===== src/rtl/ecc_pg_pkg.sv =====
package ecc_pg_pkg;

    typedef enum logic [1:0] {
        PH_DATA = 2'd0,
        PH_ECC  = 2'd1,
        PH_DONE = 2'd2
    } phase_e;

    typedef enum logic [1:0] {
        V_CLEAN  = 2'd0,
        V_SINGLE = 2'd1,
        V_CODE   = 2'd2,
        V_MULTI  = 2'd3
    } verdict_e;

endpackage


===== src/rtl/ecc_pg_seq.sv =====
module ecc_pg_seq #(
    parameter int unsigned WAW       = 12,
    parameter int unsigned MODE_W    = 2,
    parameter int unsigned BASE_LOG  = 9,
    parameter int unsigned ECC_BYTES = 4,
    parameter int unsigned EIDX_W    = 2
) (
    input  logic                 clk,
    input  logic                 rst_n,
    input  logic                 clr_i,
    input  logic                 stb_i,
    input  logic [MODE_W-1:0]    mode_i,
    input  logic                 bus16_i,
    output logic                 data_take_o,
    output logic [WAW-1:0]       waddr_o,
    output logic                 ecc_take_o,
    output logic [EIDX_W-1:0]    eidx_o,
    output logic                 ecc_last_o,
    output ecc_pg_pkg::phase_e   phase_o
);
    import ecc_pg_pkg::*;

    localparam int unsigned CW = WAW + 1;

    typedef struct packed {
        phase_e              ph;
        logic [WAW-1:0]      cnt;
        logic [EIDX_W-1:0]   eidx;
    } seq_t;

    seq_t s_d, s_q;

    logic [CW-1:0]     nwords;
    logic [CW-1:0]     word_last;
    logic [EIDX_W-1:0] ecc_idx_last;
    logic              at_word_last;
    logic              at_ecc_last;

    // Main-area length in bus words for the selected mode and bus width.
    assign nwords       = (CW'(1) << (BASE_LOG + 32'(mode_i))) >> bus16_i;
    assign word_last    = nwords - CW'(1);
    assign ecc_idx_last = bus16_i ? EIDX_W'(ECC_BYTES / 2 - 1) : EIDX_W'(ECC_BYTES - 1);
    assign at_word_last = ({1'b0, s_q.cnt} == word_last);
    assign at_ecc_last  = (s_q.eidx == ecc_idx_last);

    always_comb begin
        s_d         = s_q;
        data_take_o = 1'b0;
        ecc_take_o  = 1'b0;
        ecc_last_o  = 1'b0;
        if (clr_i) begin
            s_d.ph   = PH_DATA;
            s_d.cnt  = '0;
            s_d.eidx = '0;
        end else if (stb_i) begin
            case (s_q.ph)
                PH_DATA: begin
                    data_take_o = 1'b1;
                    if (at_word_last) begin
                        s_d.ph  = PH_ECC;
                        s_d.cnt = '0;
                    end else begin
                        s_d.cnt = s_q.cnt + WAW'(1);
                    end
                end
                PH_ECC: begin
                    ecc_take_o = 1'b1;
                    if (at_ecc_last) begin
                        ecc_last_o = 1'b1;
                        s_d.ph     = PH_DONE;
                    end else begin
                        s_d.eidx = s_q.eidx + EIDX_W'(1);
                    end
                end
                default: ;
            endcase
        end
    end

    always_ff @(posedge clk or negedge rst_n) begin
        if (!rst_n) begin
            s_q.ph   <= PH_DATA;
            s_q.cnt  <= '0;
            s_q.eidx <= '0;
        end else begin
            s_q <= s_d;
        end
    end

    assign waddr_o = s_q.cnt;
    assign eidx_o  = s_q.eidx;
    assign phase_o = s_q.ph;

endmodule


===== src/rtl/ecc_pg_accum.sv =====
module ecc_pg_accum #(
    parameter int unsigned DW        = 16,
    parameter int unsigned BAW       = 4,
    parameter int unsigned WAW       = 12,
    parameter int unsigned ECC_BYTES = 4,
    parameter int unsigned EIDX_W    = 2,
    parameter int unsigned PW        = BAW + WAW
) (
    input  logic                 clk,
    input  logic                 rst_n,
    input  logic                 clr_i,
    input  logic                 data_take_i,
    input  logic [WAW-1:0]       waddr_i,
    input  logic [DW-1:0]        din_i,
    input  logic                 bus16_i,
    input  logic                 ecc_take_i,
    input  logic [EIDX_W-1:0]    eidx_i,
    output logic [PW-1:0]        p_o,
    output logic [PW-1:0]        pc_o,
    output logic [2*PW-1:0]      code_next_o
);
    localparam int unsigned HALF = DW / 2;

    typedef struct packed {
        logic [PW-1:0]   p;
        logic [PW-1:0]   pc;
        logic [2*PW-1:0] code;
    } acc_t;

    acc_t a_d, a_q;

    logic [DW-1:0]  dm;
    logic           tot;
    logic [BAW-1:0] bhi, blo;
    logic [WAW-1:0] whi, wlo;

    // Lanes whose bit index has bit k set.
    function automatic logic [DW-1:0] lane_mask(input int k);
        logic [DW-1:0] m;
        for (int b = 0; b < DW; b++) begin
            m[b] = ((b >> k) & 1) == 1;
        end
        return m;
    endfunction

    assign dm  = bus16_i ? din_i : {{HALF{1'b0}}, din_i[HALF-1:0]};
    assign tot = ^dm;

    generate
        for (genvar gk = 0; gk < BAW; gk++) begin : g_bitaddr
            localparam logic [DW-1:0] MSK = lane_mask(gk);
            assign bhi[gk] = ^(dm & MSK);
            assign blo[gk] = ^(dm & ~MSK);
        end
    endgenerate

    // Word-address bits: the whole word parity goes to one side per bit.
    assign whi = waddr_i & {WAW{tot}};
    assign wlo = ~waddr_i & {WAW{tot}};

    always_comb begin
        a_d = a_q;
        if (clr_i) begin
            a_d = '0;
        end else begin
            if (data_take_i) begin
                a_d.p  = a_q.p ^ {whi, bhi};
                a_d.pc = a_q.pc ^ {wlo, blo};
            end
            if (ecc_take_i) begin
                for (int i = 0; i < int'(ECC_BYTES); i++) begin
                    if (!bus16_i && (int'(eidx_i) == i)) begin
                        a_d.code[HALF*i +: HALF] = din_i[HALF-1:0];
                    end
                    if (bus16_i && (int'(eidx_i) == i / 2)) begin
                        a_d.code[HALF*i +: HALF] = din_i[HALF*(i%2) +: HALF];
                    end
                end
            end
        end
    end

    always_ff @(posedge clk or negedge rst_n) begin
        if (!rst_n) begin
            a_q <= '0;
        end else begin
            a_q <= a_d;
        end
    end

    assign p_o         = a_q.p;
    assign pc_o        = a_q.pc;
    assign code_next_o = a_d.code;

endmodule


===== src/rtl/ecc_pg_decode.sv =====
module ecc_pg_decode #(
    parameter int unsigned PW = 16
) (
    input  logic [PW-1:0]          p_i,
    input  logic [PW-1:0]          pc_i,
    input  logic [2*PW-1:0]        code_i,
    output ecc_pg_pkg::verdict_e   verdict_o,
    output logic [PW-1:0]          loc_o
);
    import ecc_pg_pkg::*;

    logic [PW-1:0] syn, sync;
    logic          nonzero, one_bit, mirrored;

    assign syn      = p_i ^ code_i[PW-1:0];
    assign sync     = pc_i ^ code_i[2*PW-1:PW];
    assign nonzero  = |{syn, sync};
    assign one_bit  = $onehot({syn, sync});
    assign mirrored = &(syn ^ sync);

    always_comb begin
        verdict_o = V_CLEAN;
        loc_o     = '0;
        if (nonzero) begin
            if (one_bit) begin
                verdict_o = V_CODE;
            end else if (mirrored) begin
                verdict_o = V_SINGLE;
                loc_o     = syn;
            end else begin
                verdict_o = V_MULTI;
                loc_o     = '1;
            end
        end
    end

endmodule


===== src/rtl/ecc_page_hamming.sv =====
module ecc_page_hamming #(
    parameter int unsigned DW        = 16,
    parameter int unsigned BAW       = 4,
    parameter int unsigned WAW       = 12,
    parameter int unsigned MODE_W    = 2,
    parameter int unsigned BASE_LOG  = 9,
    parameter int unsigned ECC_BYTES = 4
) (
    input  logic                       clk,
    input  logic                       rst_n,
    input  logic                       clr_i,
    input  logic                       stb_i,
    input  logic [DW-1:0]              din_i,
    input  logic [MODE_W-1:0]          mode_i,
    input  logic                       bus16_i,
    output logic [BAW+WAW-1:0]         par_lo_o,
    output logic [BAW+WAW-1:0]         par_hi_o,
    output logic                       err_any_o,
    output logic                       err_ecc_o,
    output logic                       err_multi_o,
    output logic                       check_done_o
);
    import ecc_pg_pkg::*;

    localparam int unsigned PW     = BAW + WAW;
    localparam int unsigned EIDX_W = (ECC_BYTES > 1) ? $clog2(ECC_BYTES) : 1;

    typedef struct packed {
        logic          done;
        logic          any;
        logic          code;
        logic          multi;
        logic [PW-1:0] loc;
    } res_t;

    res_t r_d, r_q;

    logic              data_take, ecc_take, ecc_last;
    logic [WAW-1:0]    waddr;
    logic [EIDX_W-1:0] eidx;
    phase_e            phase;
    logic [PW-1:0]     p, pc, loc;
    logic [2*PW-1:0]   code_next;
    verdict_e          verdict;

    ecc_pg_seq #(
        .WAW(WAW), .MODE_W(MODE_W), .BASE_LOG(BASE_LOG),
        .ECC_BYTES(ECC_BYTES), .EIDX_W(EIDX_W)
    ) u_seq (
        .clk(clk), .rst_n(rst_n), .clr_i(clr_i), .stb_i(stb_i),
        .mode_i(mode_i), .bus16_i(bus16_i),
        .data_take_o(data_take), .waddr_o(waddr),
        .ecc_take_o(ecc_take), .eidx_o(eidx), .ecc_last_o(ecc_last),
        .phase_o(phase)
    );

    ecc_pg_accum #(
        .DW(DW), .BAW(BAW), .WAW(WAW), .ECC_BYTES(ECC_BYTES),
        .EIDX_W(EIDX_W), .PW(PW)
    ) u_acc (
        .clk(clk), .rst_n(rst_n), .clr_i(clr_i),
        .data_take_i(data_take), .waddr_i(waddr), .din_i(din_i),
        .bus16_i(bus16_i), .ecc_take_i(ecc_take), .eidx_i(eidx),
        .p_o(p), .pc_o(pc), .code_next_o(code_next)
    );

    ecc_pg_decode #(.PW(PW)) u_dec (
        .p_i(p), .pc_i(pc), .code_i(code_next),
        .verdict_o(verdict), .loc_o(loc)
    );

    always_comb begin
        r_d = r_q;
        if (clr_i) begin
            r_d = '0;
        end else if (ecc_last && (phase == PH_ECC)) begin
            r_d.done  = 1'b1;
            r_d.any   = (verdict != V_CLEAN);
            r_d.code  = (verdict == V_CODE);
            r_d.multi = (verdict == V_MULTI);
            r_d.loc   = loc;
        end
    end

    always_ff @(posedge clk or negedge rst_n) begin
        if (!rst_n) begin
            r_q <= '0;
        end else begin
            r_q <= r_d;
        end
    end

    assign par_lo_o     = r_q.done ? r_q.loc : p;
    assign par_hi_o     = pc;
    assign err_any_o    = r_q.any;
    assign err_ecc_o    = r_q.code;
    assign err_multi_o  = r_q.multi;
    assign check_done_o = r_q.done;

endmodule


===== config.mk =====
export PLATFORM = sky130hd
export DESIGN_NAME = ecc_page_hamming
export DESIGN_NICKNAME = d
export VERILOG_FILES = /design/src/rtl/ecc_pg_pkg.sv /design/src/rtl/ecc_pg_seq.sv /design/src/rtl/ecc_pg_accum.sv /design/src/rtl/ecc_pg_decode.sv /design/src/rtl/ecc_page_hamming.sv
export SDC_FILE = /design/constraint.sdc
export NUM_CORES = 1
export LEC_CHECK = 0
export ABC_AREA = 1
export BUFFER_PORTS_ARGS = -buffer_cell sky130_fd_sc_hd__buf_2
export CAP_MARGIN = 20
export CORE_ASPECT_RATIO = 2
export CORE_MARGIN = 4
export CORE_UTILIZATION = 56
export DETAILED_ROUTE_END_ITERATION = 7
export GPL_TIMING_DRIVEN = 0
export HOLD_SLACK_MARGIN = 0.03
export PLACE_DENSITY = 0.8
export RECOVER_POWER = 100
export SYNTH_ARGS = -nofsm -noshare
export SYNTH_HDL_FRONTEND = slang
export SYNTH_SLANG_ARGS = --single-unit
export TNS_END_PERCENT = 100

===== constraint.sdc =====
create_clock -name clk -period 17.3 [get_ports clk]
set_input_delay 0.865 -clock clk [delete_from_list [all_inputs] [get_ports clk]]
set_output_delay 0.865 -clock clk [all_outputs]
set_load 0.01 [all_outputs]

==> run metrics, run 1 <==
DRC violations left=0; global route overflow=0; DR vias/cell=5.49; final period utilization=48.7%; largest net degree at the start of global routing=59; worst skew pair latency=0.36 ns; Placed Area=9450 um^2; cts bufs inserted=9; initial antenna violation count=0; Final Hold Fails=0; yosys warns=0; drt total wl=27.7 mm; DP HPWL=22.5 mm; most frequent cells in the layout=369 x nand2_1, 193 x inv_1, 117 x nor2_1; sequential area share after synthesis=28.1%; synthesized area=8890 um^2; Peak VDD IR=76.5 uV; Final Setup Violations=0; root buffer selected by CTS=clkbuf_16; Tmin final=8.42 ns; setup bufs post-CTS=0; Mean Syn Cell Area=7.18 um^2; Post-Route Skew=0.0146 ns; Starting Density=57.5%; fin. max-slew vios=103; final net count=1,401; first-pass GRT wire length=43.6 mm; Worst-path clk slew=0.07 ns; Hold Path Class=reg -> reg; Worst path max stage delay=0.63 ns; Async SR Flop Fraction=100%; Max-Cap Viols=2; top achievable clock speed=0.119 GHz; Critical Path End Type=flop; layout cells sized above 1=10.8%; DP Worst Slack=10.45 ns; Die X=97.1 um; cells after synthesis=1,238; most used cell, CP=fa_1; DRT iter0 DRCs=528; Synth Flop Type=dfrtp_1; family with the most delay on the worst path=adder cells; Leak=0.00505 uW; status=finished, violations left; worst path arrival time=8.71 ns; H-tree levels=3; syn_nets=1,333; power per cell area=95.1 nW/um^2; # IOs=59; commonest non-fill, non-tap cell in the layout=nand2_1; Layout Area Growth over Synthesis=6.67%; Rel. slew slack=-125%; CTS max path bufs=2; cts hold-fix bufs=0; CP max FO=10; Final GP Congestion=1.00; Worst Tran Pin Value=3.38 ns; crit path max-delay cell type=nor2_1; failing checks=max-capacitance violations, max-slew violations; mean routed wirelength per cell=18.4 um; Die H=186 um; Fin Setup TNS=0 ns; startpoint class of the critical path=input pin; design area=9490 um^2; Yosys cell types=44; iteration count of the initial detailed-routing pass=7; full die area=18,100 um^2; Synth Register Bits=100; FP Rows=64; critical path class=in -> reg; final worst slack=8.88 ns; vias in the first global route=8,447; antenna-violating nets left=0; CORE AREA=15,500 um^2; CTS resizes=0; CTS tree=built; Num Clock Sinks=100; WP buf/inv=7; vias after detailed routing=8,278; final antenna diode count=0; I/O Buffers=56; WP data required=17.59 ns; GRT Total Usage=31.6%; number of synthesized flops with an enable pin=0; RSZ-0062 raised after global routing=no
==> Yosys cell counts (2+ instances only) <==
library cell  count  share of area [%]
o21ai_1           2               0.11
xor2_1           14                1.4
nor2_4            2               0.25
fa_1             26                5.9
nand4_1          37                2.6
buf_6             6               0.76
a22oi_1          16                1.4
or2_2             2               0.14
nor4_1            3               0.21
o22ai_1          10               0.70
buf_8             4               0.68
dfrtp_1         100                 28
ha_1             46                6.5
a21oi_1          18                1.0
xnor2_1          18                1.8
a21oi_4          14                2.6
buf_4            19                1.6
nand3_1          92                5.2
nor3_1            5               0.28
nand2_4           6               0.76
a211oi_1          2               0.17
clkbuf_1         10               0.42
buf_2             8               0.45
xnor2_2           2               0.37
inv_2             4               0.17
o21ai_0          36                2.0
inv_1           193                8.1
nand3_2          28                3.2
nor2_2            2               0.14
nand2_1         365                 15
nor2_1          115                4.9
nand2_2          21                1.5
==> worst reg2reg max path, stage by stage, from the launching register on <==
cell      delay (ns)
dfrtp_1         0.43
inv_1           0.10
nand2_2         0.07
nor2_1          0.64
clkbuf_1        0.49
nand3_1         0.22
nand3_1         0.18
nand2_1         0.07
nand2_1         0.19
ha_1            0.19
inv_1           0.05
fa_1            0.50
fa_1            0.54
fa_1            0.54
fa_1            0.52
fa_1            0.54
inv_1           0.04
ha_1            0.21
inv_1           0.08
fa_1            0.42
nand4_1         0.14
nor2_1          0.05
nor2_1          0.53
nand2_1         0.39
clkbuf_1        0.43
nand2_2         0.15
==> path summary, 6_finish.rpt <==
kind | startpoint | to | slack [ns] | depth (start not counted)
min | err_any_o | err_any_o | 0.49 | 2
min reg2reg | err_any_o | err_any_o | 0.49 | 2
max reg2reg | u_seq.phase_o[1] | r_q[7] | 9.49 | 25
max | clr_i | r_q[7] | 8.88 | 26
max in group asynchronous | rst_n | u_acc.a_q[9] | 12.16 | 2
min in group asynchronous | rst_n | u_seq.waddr_o[2] | 1.64 | 1
==> layer usage <==
| layer | track usage, % | vias to the layer above | part of all wire (%) |
|---|---|---|---|
| met2 | 57.6 | 324 | 50 |
| met3 | 5.08 | 141 | 5.2 |
| met1 | 29.3 | 3806 | 33 |
| met4 | 30.7 | 0 | 11 |
| li1 | - | 4007 | - |
| met5 | 0 | - | 0 |
==> area by class of cell <==
| cell class | instances | area, um^2 |
|---|---|---|
| fill | 1470 | 5970 |
| multi-input combinational | 891 | 5170 |
| sequential | 100 | 2500 |
| inverter | 199 | 748 |
| buffer | 48 | 264 |
| timing repair buffer | 57 | 254 |
| tap | 198 | 248 |
| clock buffer | 11 | 233 |
| clock inverter | 5 | 62.6 |
==> power by group <==
group	total [uW]	leakage [uW]	switching (uW)	internal [uW]
logic	436	0.00353	266	170
clock network	212	0.000136	98.5	113
registers	255	0.00138	10.6	244
total	902	0.00505	375	527
==> through the flow <==
stage               utilization (%)  power [uW]  cells  hold slack (ns)
finish                         61.4         902   1509            0.485
floorplan                         -         594   1238            0.482
global placement               61.0         704   1492            0.462
CTS                            63.1         933   1509            0.480
detailed placement             61.1         721   1493            0.462
global route                   61.4         983   1509            0.507
==> logic make-up (layout without fill, tap and decap cells) <==
group / count (synthesis) / in the layout / synth area share, %
DFF: 100 / 100 / 28.1
and+or+nand+nor: 679 / 679 / 34.7
buffers and inverters: 247 / 320 / 12.4
adders and majority gates: 72 / 72 / 12.3
other: 1 / 1 / 0.0422
AOI/OAI and AO/OA: 103 / 103 / 8.39
xor gates and xnor gates: 36 / 36 / 4.01
==> state kept, by name, summed over array words and instances (netlist names), 2 cells and up <==
register       count
u_acc.pc_o        16
u_seq.eidx_o       2
u_seq.waddr_o     12
u_acc.a_q         32
u_seq.phase_o      2
u_acc.p_o         16
r_q               16
No activity file was read; power rests on OpenSTA's default activity.
==> inputs of run 2 (changes only) <==
Clock period 17.3 ns to 8.15 ns, I/O delays scaled along.
==> run 2 against run 1 <==
  * The run still ends with max-capacitance violations, max-slew violations left
  * Critical path depth unchanged
  * Count of clock-buffer cells in the layout did not move
  * Register-to-register slack worse by 8.6 ns
  * Combinational power grew 110%
  * Clock skew is 0.0023 ns lower
  * Setup slack worse by 8.0 ns
  * Sequential power up 110%
  * Power up 110%
  * Die area stayed put
  * Critical path type is now reg -> reg
  * Critical endpoint unchanged
==> run metrics, run 2 (synthesis gave the netlist of run 1 again) <==
status=finished, violations left; failing checks=max-capacitance violations, max-slew violations; Placed Area=9450 um^2 (unchanged); mean routed wirelength per cell=18.5 um (+0.63%); Final Setup Violations=0 (unchanged); setup bufs post-CTS=0 (unchanged); max reg flops=32 (unchanged); final antenna diode count=0 (unchanged); Pint=1120 uW (+110%); fin. max-slew vios=103 (unchanged); root buffer selected by CTS=clkbuf_16; global route overflow=0 (unchanged); layout cells sized above 1=9.99% (-0.84 points); critical path class=reg -> reg; sw frac=41.9% (+0.37 points); largest net degree at the start of global routing=59 (unchanged); GRT Total Usage=31.6% (unchanged); cts bufs inserted=9 (unchanged); final net count=1,401 (unchanged); clock share of power=23.4% (about the same); Critical Path End Type=flop; commonest non-fill, non-tap cell in the layout=nand2_1; Worst-path clk slew=0.07 ns (about the same); iteration count of the initial detailed-routing pass=7 (unchanged); antenna-violating nets left=0 (unchanged); FP Rows=64 (unchanged); final core utilization=61.3% (-0.081 points); Max-Cap Viols=2 (unchanged); Starting Density=57.5% (unchanged); Combinational Power Share=48.5% (+0.2 points); vias after detailed routing=8,336 (+0.70%); Hold Path Class=reg -> reg; Die H=186 um (unchanged); DP HPWL=22.5 mm (unchanged); most frequent cells in the layout=372 x nand2_1, 194 x inv_1, 116 x nor2_1; placed cells=1,493 (unchanged); DR vias/cell=5.52 (+0.70%); # fillers=1,472 (+0.14%); Final Hold Fails=0 (unchanged); Rel. slew slack=-127% (-2.1 points); Leak=0.00506 uW (+0.17%); met3 Use GR=5.08% (unchanged); met1 Use GR=29.3% (unchanged); met2 Use GR=57.6% (unchanged); design area=9470 um^2 (-0.13%); DRT iter0 DRCs=540 (+2.3%); first-pass GRT wire length=43.6 mm (unchanged); full die area=18,100 um^2 (unchanged); Seq pwr share=28.1% (about the same); Die X=97.1 um (unchanged); CTS tree=built; power per cell area=203 nW/um^2 (+110%); Fin Setup TNS=0 ns (unchanged); Post-Route Skew=0.0123 ns (-0.00233 ns); drt total wl=27.9 mm (+0.63%); Peak VDD IR=162 uV (+110%); Tmin final=7.22 ns; I/O Buffers=56 (unchanged); H-tree levels=3 (unchanged); Num Clock Sinks=100 (unchanged); Switch Pwr=807 uW (+120%); Layout Area Growth over Synthesis=6.53%; r2r setup slk=0.93 ns (-8.56 ns); startpoint class of the critical path=flop; CORE AREA=15,500 um^2 (unchanged); Worst path max stage delay=0.54 ns (-0.09 ns); top achievable clock speed=0.138 GHz; vias in the first global route=8,447 (unchanged); GR peak layer=met2; CP max FO=10 (unchanged); Most flops, register=u_acc.a_q; worst path arrival time=7.52 ns (-1.19 ns); Final GP Congestion=1.00 (unchanged); Worst Tran Pin Value=3.41 ns (+0.0308 ns); RSZ-0062 raised after global routing=no; R2R cell count=26 (+4.0%); final period utilization=88.6%; cts hold-fix bufs=0 (unchanged); CTS max path bufs=2 (unchanged); final std cells w/o fill=1,509 (unchanged); # IOs=59 (unchanged); Hold Path Stages=2 (unchanged); initial antenna violation count=0 (unchanged); crit path max-delay cell type=fa_1; WP data required=8.45 ns (-9.14 ns); worst skew pair latency=0.36 ns (about the same); DRC violations left=0 (unchanged); CTS resizes=0 (unchanged)
run 2: worst paths after layout:
check                                  endpoint             from
worst max-delay path                     r_q[7]  u_seq.eidx_o[1]
worst min-delay path                  err_any_o        err_any_o
worst max register to register           r_q[7]  u_seq.eidx_o[1]
worst min register to register        err_any_o        err_any_o
max in group asynchronous          u_acc.a_q[9]            rst_n
min in group asynchronous       u_seq.eidx_o[1]            rst_n
run 2: cell type report:
class                      count  area [um^2]  share of cell area, %
clock buffer                  11          233                   2.46
clock inverter                 5         62.6                  0.660
inverter                     199          748                   7.90
timing repair buffer          57          254                   2.68
tap                          198          248                   2.62
multi-input combinational    891         5120                   54.1
sequential                   100         2500                   26.4
buffer                        48          300                   3.17
run 2: worst max-delay path: cells and delay by family (launching register included):
family / cells / cell delay, ns
compound gates: 1 / 0.11
fa+ha+maj: 9 / 3.76
buf+inv: 5 / 0.64
flops: 1 / 0.43
simple gates: 11 / 2.19
run 2: power groups by stage:
stage,combinational (uW),sequential [uW],clock [uW]
2_1_floorplan,718,544,0
3_5_place_dp,980,550,0
3_3_place_gp,945,549,0
6_report,933,540,451
5_1_grt,1070,544,471
4_1_cts,987,540,454
run 2: stage by stage:
step,hold slack (ns),worst slack [ns],power (uW)
after CTS,0.176,1.40,1980
after detailed placement,0.462,1.43,1530
after global routing,0.505,0.505,2090
after global placement,0.462,1.51,1490
after floorplan,0.112,2.33,1260
final,0.484,0.928,1920
run 2: per-layer routing:
layer | wire (um) | vias to the layer above | share of wire (%)
met5 | 0 | - | 0
met1 | 9300 | 3873 | 33
met2 | 14000 | 316 | 50
met3 | 1420 | 145 | 5.1
met4 | 3210 | 0 | 11
li1 | - | 4002 | -
